**src/rtl/bitser_pkg.sv**
```systemverilog
package bitser_pkg;
  localparam int DEF_WORD_W = 64;
  localparam int DEF_LANES  = 2;

  typedef enum logic {
    ST_IDLE = 1'b0,
    ST_RUN  = 1'b1
  } bitser_state_t;
endpackage

```
**src/rtl/bitser_lane.sv**
```systemverilog
module bitser_lane #(
  parameter int LANE_W = 32,
  parameter int IDX_W  = 6,
  parameter int BASE   = 0
) (
  input  logic              clk,
  input  logic              rst_n,
  input  logic              load,
  input  logic [LANE_W-1:0] load_val,
  input  logic              advance,
  output logic              idx_vld,
  output logic [IDX_W-1:0]  idx
);
  localparam int SEL_W = (LANE_W > 1) ? $clog2(LANE_W) : 1;

  logic [LANE_W-1:0] rem_q;
  logic [LANE_W-1:0] iso;
  logic [SEL_W-1:0]  enc;

  // lowest one bit: value AND its two's-complement negation
  assign iso = rem_q & (~rem_q + LANE_W'(1));

  always_comb begin
    enc = '0;
    for (int i = 0; i < LANE_W; i++) begin
      if (iso[i]) enc = enc | SEL_W'(i);
    end
  end

  assign idx_vld = |rem_q;
  assign idx     = IDX_W'(BASE) + IDX_W'(enc);

  always_ff @(posedge clk or negedge rst_n) begin
    if (!rst_n)       rem_q <= '0;
    else if (load)    rem_q <= load_val;
    else if (advance) rem_q <= rem_q ^ iso;
  end
endmodule

```
**src/rtl/bitser_tally.sv**
```systemverilog
module bitser_tally #(
  parameter int LANES = 2,
  parameter int CNT_W = 7
) (
  input  logic             clk,
  input  logic             rst_n,
  input  logic             clear,
  input  logic             step,
  input  logic [LANES-1:0] lane_vld,
  output logic [CNT_W-1:0] count
);
  logic [CNT_W-1:0] add;

  always_comb begin
    add = '0;
    for (int i = 0; i < LANES; i++) add = add + CNT_W'(lane_vld[i]);
  end

  always_ff @(posedge clk or negedge rst_n) begin
    if (!rst_n)     count <= '0;
    else if (clear) count <= '0;
    else if (step)  count <= count + add;
  end
endmodule

```
**src/rtl/bitser_ctrl.sv**
```systemverilog
module bitser_ctrl
  import bitser_pkg::*;
#(
  parameter int LANES = 2
) (
  input  logic             clk,
  input  logic             rst_n,
  input  logic             in_valid,
  input  logic             out_ready,
  input  logic [LANES-1:0] lane_vld,
  output logic             in_ready,
  output logic             accept,
  output logic             out_valid,
  output logic             fire,
  output logic             done
);
  bitser_state_t st_q, st_d;
  logic          running, empty;

  assign running   = (st_q == ST_RUN);
  assign empty     = ~|lane_vld;
  assign in_ready  = (st_q == ST_IDLE);
  assign accept    = in_valid & in_ready;
  assign out_valid = running & ~empty;
  assign fire      = out_valid & out_ready;
  assign done      = running & empty;

  always_comb begin
    st_d = st_q;
    unique case (st_q)
      ST_IDLE: if (accept) st_d = ST_RUN;
      ST_RUN:  if (empty)  st_d = ST_IDLE;
      default: st_d = ST_IDLE;
    endcase
  end

  always_ff @(posedge clk or negedge rst_n) begin
    if (!rst_n) st_q <= ST_IDLE;
    else        st_q <= st_d;
  end
endmodule

```
**src/rtl/bitser_top.sv**
```systemverilog
module bitser_top
  import bitser_pkg::*;
#(
  parameter int WORD_W = DEF_WORD_W,
  parameter int LANES  = DEF_LANES,
  localparam int LANE_W = WORD_W / LANES,
  localparam int IDX_W  = $clog2(WORD_W),
  localparam int CNT_W  = $clog2(WORD_W) + 1
) (
  input  logic              clk,
  input  logic              rst_n,
  input  logic              in_valid,
  output logic              in_ready,
  input  logic [WORD_W-1:0] in_word,
  output logic              out_valid,
  input  logic              out_ready,
  output logic              out_lo_vld,
  output logic [IDX_W-1:0]  out_lo_idx,
  output logic              out_hi_vld,
  output logic [IDX_W-1:0]  out_hi_idx,
  output logic              done,
  output logic [CNT_W-1:0]  done_count
);
  logic [LANES-1:0] lane_vld;
  logic [IDX_W-1:0] lane_idx [LANES];
  logic             accept, fire;
  logic [CNT_W-1:0] tally;

  for (genvar g = 0; g < LANES; g++) begin : g_lane
    bitser_lane #(
      .LANE_W (LANE_W),
      .IDX_W  (IDX_W),
      .BASE   (g * LANE_W)
    ) u_lane (
      .clk      (clk),
      .rst_n    (rst_n),
      .load     (accept),
      .load_val (in_word[g*LANE_W +: LANE_W]),
      .advance  (fire),
      .idx_vld  (lane_vld[g]),
      .idx      (lane_idx[g])
    );
  end

  bitser_ctrl #(.LANES(LANES)) u_ctrl (
    .clk       (clk),
    .rst_n     (rst_n),
    .in_valid  (in_valid),
    .out_ready (out_ready),
    .lane_vld  (lane_vld),
    .in_ready  (in_ready),
    .accept    (accept),
    .out_valid (out_valid),
    .fire      (fire),
    .done      (done)
  );

  bitser_tally #(.LANES(LANES), .CNT_W(CNT_W)) u_tally (
    .clk      (clk),
    .rst_n    (rst_n),
    .clear    (accept),
    .step     (fire),
    .lane_vld (lane_vld),
    .count    (tally)
  );

  assign out_lo_vld = out_valid & lane_vld[0];
  assign out_lo_idx = lane_idx[0];
  assign out_hi_vld = out_valid & lane_vld[LANES-1];
  assign out_hi_idx = lane_idx[LANES-1];
  assign done_count = done ? tally : '0;
endmodule

```
**config.mk**
```make
export PLATFORM = sky130hd
export DESIGN_NAME = bitser_top
export DESIGN_NICKNAME = d
export VERILOG_FILES = /design/src/rtl/bitser_pkg.sv /design/src/rtl/bitser_lane.sv /design/src/rtl/bitser_tally.sv /design/src/rtl/bitser_ctrl.sv /design/src/rtl/bitser_top.sv
export SDC_FILE = /design/constraint.sdc
export NUM_CORES = 1
export LEC_CHECK = 0
export BUFFER_PORTS_ARGS = -buffer_cell sky130_fd_sc_hd__clkbuf_2
export CELL_PAD_IN_SITES_DETAIL_PLACEMENT = 1
export CELL_PAD_IN_SITES_GLOBAL_PLACEMENT = 1
export CORE_MARGIN = 5
export CORE_UTILIZATION = 44
export CTS_CLUSTER_DIAMETER = 60
export CTS_CLUSTER_SIZE = 24
export DETAILED_ROUTE_END_ITERATION = 6
export PLACE_DENSITY_LB_ADDON = 0.2
export SETUP_SLACK_MARGIN = 0.5
export SYNTH_ARGS = -nofsm -noshare
export SYNTH_HDL_FRONTEND = slang
export SYNTH_SLANG_ARGS = --single-unit
```
**constraint.sdc**
```tcl
create_clock -name clk -period 9.75 [get_ports clk]
set_input_delay 1.95 -clock clk [delete_from_list [all_inputs] [get_ports clk]]
set_output_delay 1.95 -clock clk [all_outputs]
set_load 0.005 [all_outputs]
```
==> out/qor.csv, run 1 <==
stage;metric;value;unit
outcome;status;finished, final reports clean;
routing;via_per_inst;6.09;
placement;hpwl;10200;um
setup_path;crit_buf_inv;2;
clock_network;cts_made_buffers;9;
logic_synthesis;ys_top_cells_by_count;dfrtp_1 (72), nor2_1 (63), a21oi_1 (60);
finish;ff_latch_area;0.00180;mm^2
floorplanning;fp.coreArea;0.00982;mm^2
logic_synthesis;avgSynthCellArea;8.39;um^2
timing;setup_viol;0;
clock_network;clock-sinks;72;
timing;hold_viol_final;0;
logic_synthesis;yosysMostFrequentCell;dfrtp_1;
timing;fin_crit;5.67;ns
routing;firstDrtPassIters;5;
logic_synthesis;synth_edf_count;0;
floorplanning;initial_core_util;45.2;%
placement;io_buffer_count;89;
setup_path;worstPathArrival;3.72;ns
finish;syn2layout_area_growth;17.9;%
clock_network;cts_buffer_depth;2;
logic_synthesis;yosys_warnings;0;
routing;wl_per_cell;19.2;um
floorplanning;die_h;110;um
timing;final.period_utilization;58.1;%
setup_path;worst_setup_path_start_kind;flip-flop;
finish;nNetsFinal;680;
logic_synthesis;synth_area;0.00444;mm^2
logic_synthesis;synth_largest_area_cell;dfrtp_1;
placement;gp_congestion;0.922;
finish;finalNonFillerCells;745;
logic_synthesis;yosysSeqAreaShare;40.6;%
setup_path;slowest_stage;or3_1;
floorplanning;die_area;0.0122;mm^2
clock_network;cts_hold_buf;0;
global_routing;grt.total_usage;23.5;%
finish;antenna_cells;0;
floorplanning;die_w;110;um
clock_network;cts_tree;done;
finish;layout-drive-gt1-share;19.6;%
setup_path;crit_required;7.80;ns
timing;worst_slew_pin_slew;0.958;ns
routing;drtIter0Drc;239;
timing;slew_headroom;36.1;%
power_and_ir_drop;ir_worst_vdd;0.154;mV
routing;routed_wl;14300;um
floorplanning;placement_rows;36;
logic_synthesis;synth_cells;529;
timing;slew_viol_final;0;
global_routing;grt.overflow.total;0;
finish;multi_input_area;0.00246;mm^2
clock_network;insertion_delay;0.36;ns
global_routing;first_global_vias;4778;
logic_synthesis;ys.flop_type;dfrtp_1;
worst_hold_path;hp-start;u_tally.count[6];
clock_network;clk_pin_slew_worst_paths;0.08;ns
routing;dr_total_vias;4535;
logic_synthesis;ys_types;65;
worst_hold_path;worst_hold_path_type;flip-flop to flip-flop;
logic_synthesis;synth_area_leaders;dfrtp_1 (41%), a21oi_1 (6.8%), mux2i_1 (6.8%);
timing;fin_hold_ws;0.542;ns
timing;rsz0062_at_grt;false;
setup_path;crit_type;flip-flop to primary output;
global_routing;grt_pass1_wl;24100;um
power_and_ir_drop;p_per_area;370;mW/mm^2
timing;finalSetupTns;0;ns
logic_synthesis;yosysTopAreaCellShare;40.6;%
clock_network;post_cts_resized;0;
clock_network;cts_root_buffer;clkbuf_8;
setup_path;crit_family;simple AND/OR/NAND/NOR gates;
clock_network;h-tree-depth;3;
setup_path;slowest_delay;0.62;ns
global_routing;antenna_found_initial;0;
floorplanning;io_pins;92;
setup_path;startpoint;g_lane[0].u_lane.rem_q[1];
run;max_cap_violations;0;
setup_path;crit_path_end_kind;primary output;
routing;drcViolationCount;0;
power_and_ir_drop;leakagePower;2.32;nW
setup_path;rr_startpoint;g_lane[0].u_lane.rem_q[1];
placement;dp.cells;729;
setup_path;cp_cell_sequence;or4_4 -> or4_1 -> or3_1 -> nor3_2 -> ha_1 -> nand2b_1 -> inv_1 -> clkbuf_2;
global_routing;grt_max_degree;73;
logic_synthesis;synth.ff_latch_count;72;
routing;drt.antenna.violating_nets;0;
timing;timing.fmax;176;MHz
timing;skew;0.00906;ns
logic_synthesis;syn_nets;602;
finish;n_fill_cell;1239;
clock_network;cts_setup_buffers;0;
setup_path;crit_fanout;10;
logic_synthesis;ys_async_sr_fraction;100;%
==> power by group <==
group / switching (W) / internal (W)
clock: 0.000122 / 0.000184
combinational: 0.000608 / 0.000405
sequential: 0.000195 / 0.000421
==> per-layer routing <==
layer,global-route usage [%],share of wire (%),up-vias
li1,-,-,2098
met1,32.1,45,2260
met2,37.5,47,151
met3,4.54,6.1,26
met4,8.13,2.0,0
met5,0,0,-
==> area by class of cell <==
| cell class | count | area share, % |
|---|---|---|
| clock buffer | 11 | 2.89 |
| timing repair buffer | 94 | 9.23 |
| multi-input combinational | 411 | 47.0 |
| sequential | 72 | 34.4 |
| clock inverter | 5 | 1.96 |
| inverter | 19 | 1.36 |
| tap | 133 | 3.18 |
==> path summary, 6_finish.rpt <==
path / endpoint / slack (ns) / depth (start not counted)
setup / recovery: out_valid / 4.08 / 8
hold / removal: u_tally.count[6] / 0.54 / 2
setup reg to reg: u_tally.count[6] / 5.50 / 11
hold reg to reg: u_tally.count[6] / 0.54 / 2
max in group asynchronous: g_lane[1].u_lane.rem_q[19] / 7.32 / 2
min in group asynchronous: g_lane[1].u_lane.rem_q[23] / 1.80 / 2
==> logic make-up (layout without fill, tap and decap cells) <==
family,count (synthesis),after routing,share of synthesized area [%]
fa+ha+maj,5,5,1.58
flops,72,72,40.6
compound gates,123,123,17.5
buf+inv,46,129,4.25
mux,30,30,6.76
simple gates,246,246,28.2
xor+xnor,5,5,0.986
other cells,2,2,0.169
==> metrics by stage <==
stage | area (um^2) | utilization [%] | worst slack [ns] | total power [W]
detailed placement | 4980 | 50.7 | 4.49 | 0.00161
floorplan | 4440 | - | 5.11 | 0.00126
finish | 5230 | 53.3 | 4.08 | 0.00194
global route | 5230 | 53.3 | 3.89 | 0.00208
CTS | 5230 | 53.3 | 4.09 | 0.00193
global placement | 4980 | 50.7 | 4.64 | 0.00157
==> layout by cell type, fill, tap and decap left out, types with 10 or more instances in the layout <==
master and instances:
a21oi_1 60, a31oi_1 14, and3_1 10, clkbuf_2 88
clkbuf_8 11, dfrtp_1 72, inv_1 19, mux2i_1 30
nand2_1 59, nand3_1 14, nor2_1 63, nor3_1 29
nor4_1 18, or4_1 10
==> flip-flops by register name (all words and copies together), names as in the netlist <==
signal / flops
g_lane.u_lane.rem_q: 64
u_ctrl.running: 1
u_tally.count: 7
==> tightest hold or removal path, cell delays in order (launching register included) <==
cell and delay (ns):
dfrtp_1 0.36, xor2_1 0.07, nor2_1 0.07
No activity file was read; power rests on OpenSTA's default activity.
==> run 2: changes to the inputs <==
Settings changed: CORE_UTILIZATION 44 to 37.
Clock period 9.75 ns to 5.2 ns, I/O delays scaled along.
==> out/qor.csv, run 2 (synthesis results as in run 1) <==
stage;metric;value;unit
finish;multi_input_area;0.00246;mm^2
outcome;status;finished, final reports clean;
clock_network;cts_buffer_depth;2;
power_and_ir_drop;p_per_area;690;mW/mm^2
setup_path;r2r_slack;1.22;ns
power_and_ir_drop;leakagePower;2.34;nW
setup_path;crit_required;4.16;ns
timing;slew_headroom;28.9;%
clock_network;post_cts_resized;1;
clock_network;cts_root_buffer;clkbuf_16;
floorplanning;placement_rows;40;
clock_network;h-tree-depth;3;
finish;syn2layout_area_growth;19.3;%
floorplanning;fp.coreArea;0.0119;mm^2
global_routing;antenna_found_initial;0;
setup_path;crit_buf_inv;2;
timing;skew;0.00555;ns
routing;routed_wl;14400;um
setup_path;slowest_stage;or4_1;
setup_path;worst_setup_path_start_kind;flip-flop;
floorplanning;die_w;120;um
clock_network;cts_setup_buffers;0;
routing;via_per_inst;5.74;
timing;rsz0062_at_grt;false;
placement;io_buffer_count;89;
setup_path;slowest_delay;0.57;ns
routing;drt.antenna.violating_nets;0;
timing;final.period_utilization;86.2;%
clock_network;clock-sinks;72;
finish;antenna_cells;0;
timing;finalSetupTns;0;ns
clock_network;cts_hold_buf;0;
routing;drcViolationCount;0;
finish;finalNonFillerCells;760;
global_routing;grt.overflow.total;0;
setup_path;r2r_end;u_tally.count[4];
finish;n_fill_cell;1447;
floorplanning;io_pins;92;
setup_path;crit_path_end_kind;primary output;
floorplanning;initial_core_util;37.3;%
timing;slew_viol_final;0;
run;max_cap_violations;0;
placement;gp_congestion;0.913;
timing;fin_crit;4.48;ns
placement;dp.cells;744;
setup_path;startpoint;g_lane[0].u_lane.rem_q[3];
setup_path;worstSetupPathDepth;8;
setup_path;crit_type;flip-flop to primary output;
finish;layout-drive-gt1-share;20.1;%
clock_network;cts_made_buffers;9;
routing;firstDrtPassIters;4;
setup_path;r2r.worst_path.cells;11;
power_and_ir_drop;ir_worst_vdd;0.238;mV
routing;wl_per_cell;19.0;um
finish;final_cell_mix;clkbuf_2 (88), dfrtp_1 (72), nor2_1 (63), a21oi_1 (60), nand2_1 (59);
placement;hpwl;10500;um
clock_network;cts_tree;done;
setup_path;crit_fanout;10;
routing;drtIter0Drc;174;
clock_network;insertion_delay;0.34;ns
finish;top_register;g_lane.u_lane.rem_q;
timing;timing.fmax;223;MHz
timing;setup_viol;0;
setup_path;crit_family;simple AND/OR/NAND/NOR gates;
timing;worst_slew_pin_slew;1.07;ns
global_routing;grt_max_degree;47;
setup_path;rr_startpoint;g_lane[0].u_lane.rem_q[3];
setup_path;worstPathArrival;3.44;ns
global_routing;first_global_vias;4587;
timing;hold_viol_final;0;
finish;layout_commonest_cell;clkbuf_2;
setup_path;cp_cell_sequence;or4_4 -> or4_1 -> or3_4 -> nor3_2 -> ha_2 -> nand2b_1 -> inv_1 -> clkbuf_2;
routing;dr_total_vias;4366;
clock_network;clk_pin_slew_worst_paths;0.06;ns
global_routing;grt_pass1_wl;23800;um
finish;ff_latch_area;0.00180;mm^2
global_routing;grt.total_usage;20.6;%
finish;nNetsFinal;681;
finish;largest_reg_flops;64;
floorplanning;die_area;0.0143;mm^2
setup_path;endpoint;out_valid;
floorplanning;die_h;120;um
worst_hold_path;worst_hold_path_type;flip-flop to flip-flop;
run 2: changes by cell type in the layout (fill, tap and decap cells not counted), sizes merged:
cell,before,now
buf,6,7
clkinv,1,4
bufinv,3,0
run 2: final cells by class:
class / instances / area share, %
flip-flops and latches: 72 / 34.0
multi-input cells: 411 / 46.5
clock buffers: 11 / 4.77
clock inverters: 5 / 0.591
repair buffers: 95 / 9.26
well taps: 147 / 3.47
inverters: 19 / 1.35
run 2: power breakdown:
part	total, W	switching [W]	internal, W
logic	0.00191	0.00114	0.000769
clock network	0.000593	0.000246	0.000347
registers	0.00115	0.000362	0.000792
run 2: metrics by stage:
step                      hold slack [ns]  total power (W)  utilization, %  worst slack [ns]  area (um^2)
final                               0.545          0.00365            44.5             0.717         5300
after global routing                0.571          0.00395            44.5             0.562         5300
after CTS                           0.552          0.00367            44.4             0.648         5290
after detailed placement            0.536          0.00304            42.0             0.890         5000
after global placement              0.520          0.00298            42.0              1.02         5000
after floorplan                     0.489          0.00236               -              1.47         4440
run 2: worst min path at each step:
stage / from / to / cells after the start
2_1_floorplan: u_tally.count[0] / u_tally.count[0] / 2
3_3_place_gp: u_tally.count[6] / u_tally.count[6] / 2
3_5_place_dp: u_tally.count[6] / u_tally.count[6] / 2
4_1_cts: u_tally.count[6] / u_tally.count[6] / 2
5_1_grt: u_tally.count[6] / u_tally.count[6] / 2
6_report: u_tally.count[6] / u_tally.count[6] / 2
run 2: tightest hold or removal path: stages (launching register included):
cell     delay (ns)
dfrtp_1        0.35
xor2_1         0.07
nor2_1         0.08
run 2: metal layers:
metal	global-route usage [%]	vias up	share of wire, %
li1	-	2113	-
met1	27.9	2140	46
met2	33.6	93	47
met3	3.49	20	5.0
met4	7.09	0	1.9
met5	0	-	0
==> run 3: changes to the inputs <==
Settings changed: BUFFER_PORTS_ARGS -buffer_cell sky130_fd_sc_hd__clkbuf_2 to -buffer_cell sky130_fd_sc_hd__buf_2.
==> out/qor.csv, run 3 (synthesis results as in run 1) <==
stage;metric;value;unit
routing;via_per_inst;5.68;
setup_path;crit_path_end_kind;primary output;
global_routing;grt_max_degree;48;
setup_path;worstPathArrival;3.46;ns
run;max_cap_violations;0;
clock_network;cts_buffer_depth;2;
placement;gp_congestion;0.888;
timing;timing.fmax;222;MHz
finish;layout-drive-gt1-share;19.7;%
setup_path;crit_family;simple AND/OR/NAND/NOR gates;
setup_path;r2r.worst_path.cells;9;
setup_path;crit_type;flip-flop to primary output;
finish;n_fill_cell;1457;
timing;post-route-worst-setup-slack;0.696;ns
finish;antenna_cells;0;
routing;routed_wl;14200;um
setup_path;rr_startpoint;g_lane[0].u_lane.rem_q[3];
power_and_ir_drop;power.total;0.00364;W
power_and_ir_drop;p_per_area;687;mW/mm^2
finish;layout_commonest_cell;buf_2;
setup_path;crit_fanout;10;
worst_hold_path;hold_depth;2;
timing;setup_viol;0;
clock_network;cts_hold_buf;0;
power_and_ir_drop;comb_power_share;52.0;%
routing;drtIter0Drc;202;
routing;dr_total_vias;4316;
floorplanning;initial_core_util;37.3;%
timing;skew;0.00559;ns
floorplanning;placement_rows;40;
finish;final_area;0.00530;mm^2
clock_network;cts_tree;done;
routing;firstDrtPassIters;4;
timing;slew_viol_final;0;
timing;rsz0062_at_grt;false;
setup_path;crit_required;4.16;ns
finish;final_cell_mix;buf_2 (89), dfrtp_1 (72), nor2_1 (63), a21oi_1 (60), nand2_1 (59);
floorplanning;io_pins;92;
timing;hold_viol_final;0;
global_routing;grt_pass1_wl;23700;um
timing;slew_headroom;31.5;%
finish;nNetsFinal;681;
power_and_ir_drop;pwr-share-seq;31.6;%
global_routing;grt.total_usage;20.5;%
setup_path;worst_setup_path_start_kind;flip-flop;
setup_path;startpoint;g_lane[0].u_lane.rem_q[3];
timing;final.period_utilization;86.6;%
global_routing;antenna_found_initial;0;
floorplanning;die_h;120;um
power_and_ir_drop;switchingPower;0.00172;W
clock_network;cts_root_buffer;clkbuf_16;
power_and_ir_drop;clkPwrFrac;16.4;%
worst_hold_path;hp-start;u_tally.count[6];
clock_network;insertion_delay;0.34;ns
worst_hold_path;worst_hold_path_type;flip-flop to flip-flop;
floorplanning;die_area;0.0143;mm^2
placement;io_buffer_count;89;
worst_hold_path;hold_end;u_tally.count[6];
placement;dp_slack;0.930;ns
global_routing;first_global_vias;4576;
setup_path;r2r_end;g_lane[0].u_lane.rem_q[22];
power_and_ir_drop;ir_worst_vdd;0.292;mV
setup_path;crit_buf_inv;2;
timing;worst_slew_pin_slew;1.03;ns
clock_network;cts_setup_buffers;0;
power_and_ir_drop;leakagePower;2.34;nW
clock_network;clock-sinks;72;
finish;top_register;g_lane.u_lane.rem_q;
clock_network;post_cts_resized;0;
outcome;status;finished, final reports clean;
finish;largest_reg_flops;64;
timing;finalSetupTns;0;ns
global_routing;grt.overflow.total;0;
clock_network;cts_made_buffers;9;
clock_network;h-tree-depth;3;
clock_network;clk_pin_slew_worst_paths;0.06;ns
power_and_ir_drop;power.internal;0.00192;W
power_and_ir_drop;switching_share;47.2;%
floorplanning;die_w;120;um
placement;placed_area;0.00500;mm^2
routing;drcViolationCount;0;
finish;syn2layout_area_growth;19.2;%
setup_path;slowest_delay;0.57;ns
floorplanning;fp.coreArea;0.0119;mm^2
setup_path;slowest_stage;or4_1;
placement;hpwl;10600;um
routing;drt.antenna.violating_nets;0;
routing;wl_per_cell;18.7;um
timing;fin_crit;4.50;ns
setup_path;cp_cell_sequence;or4_4 -> or4_1 -> or3_4 -> nor3_2 -> ha_1 -> nand2b_1 -> inv_1 -> buf_2;
setup_path;r2r_slack;1.16;ns
[run 3: final cells by class]
| class | instances | area, um^2 | area share, % |
|---|---|---|---|
| Multi-Input combinational cell | 411 | 2460 | 46.5 |
| Clock inverter | 3 | 15.0 | 0.284 |
| Inverter | 19 | 71.3 | 1.35 |
| Timing Repair Buffer | 95 | 490 | 9.26 |
| Sequential cell | 72 | 1800 | 34.0 |
| Tap cell | 147 | 184 | 3.47 |
| Clock buffer | 13 | 270 | 5.10 |
[run 3: metrics by stage]
step | instances | utilization (%) | hold WS [ns]
floorplan | 529 | - | 0.489
global placement | 744 | 42.0 | 0.519
detailed placement | 744 | 42.0 | 0.534
CTS | 760 | 44.4 | 0.551
global route | 760 | 44.5 | 0.616
finish | 760 | 44.5 | 0.547
[run 3: power by group through the flow]
stage	Clock [W]	Combinational [W]	Sequential, W
floorplan	0	0.00135	0.00101
global placement	0	0.00185	0.00114
detailed placement	0	0.00188	0.00115
CTS	0.000613	0.00189	0.00115
global route	0.000637	0.00211	0.00120
finish	0.000595	0.00189	0.00115
[run 3: worst max path at each step]
stage	end	slack [ns]	depth (start not counted)
after floorplan	out_valid	1.47	9
after global placement	out_valid	1.01	8
after detailed placement	out_valid	0.93	8
after CTS	out_valid	0.55	8
after global routing	out_valid	0.52	8
final	out_valid	0.70	8
[run 3: tightest hold or removal path: stages (launching register included)]
cell,delay [ns]
dfrtp_1,0.36
xor2_1,0.08
nor2_1,0.08
[run 3: per-layer routing]
layer,part of all wire [%],wire length [um],global-route usage (%)
met5,0,0,0
met4,1.5,216,6.23
met3,4.4,623,3.68
met2,47,6750,33.3
met1,47,6660,28.0
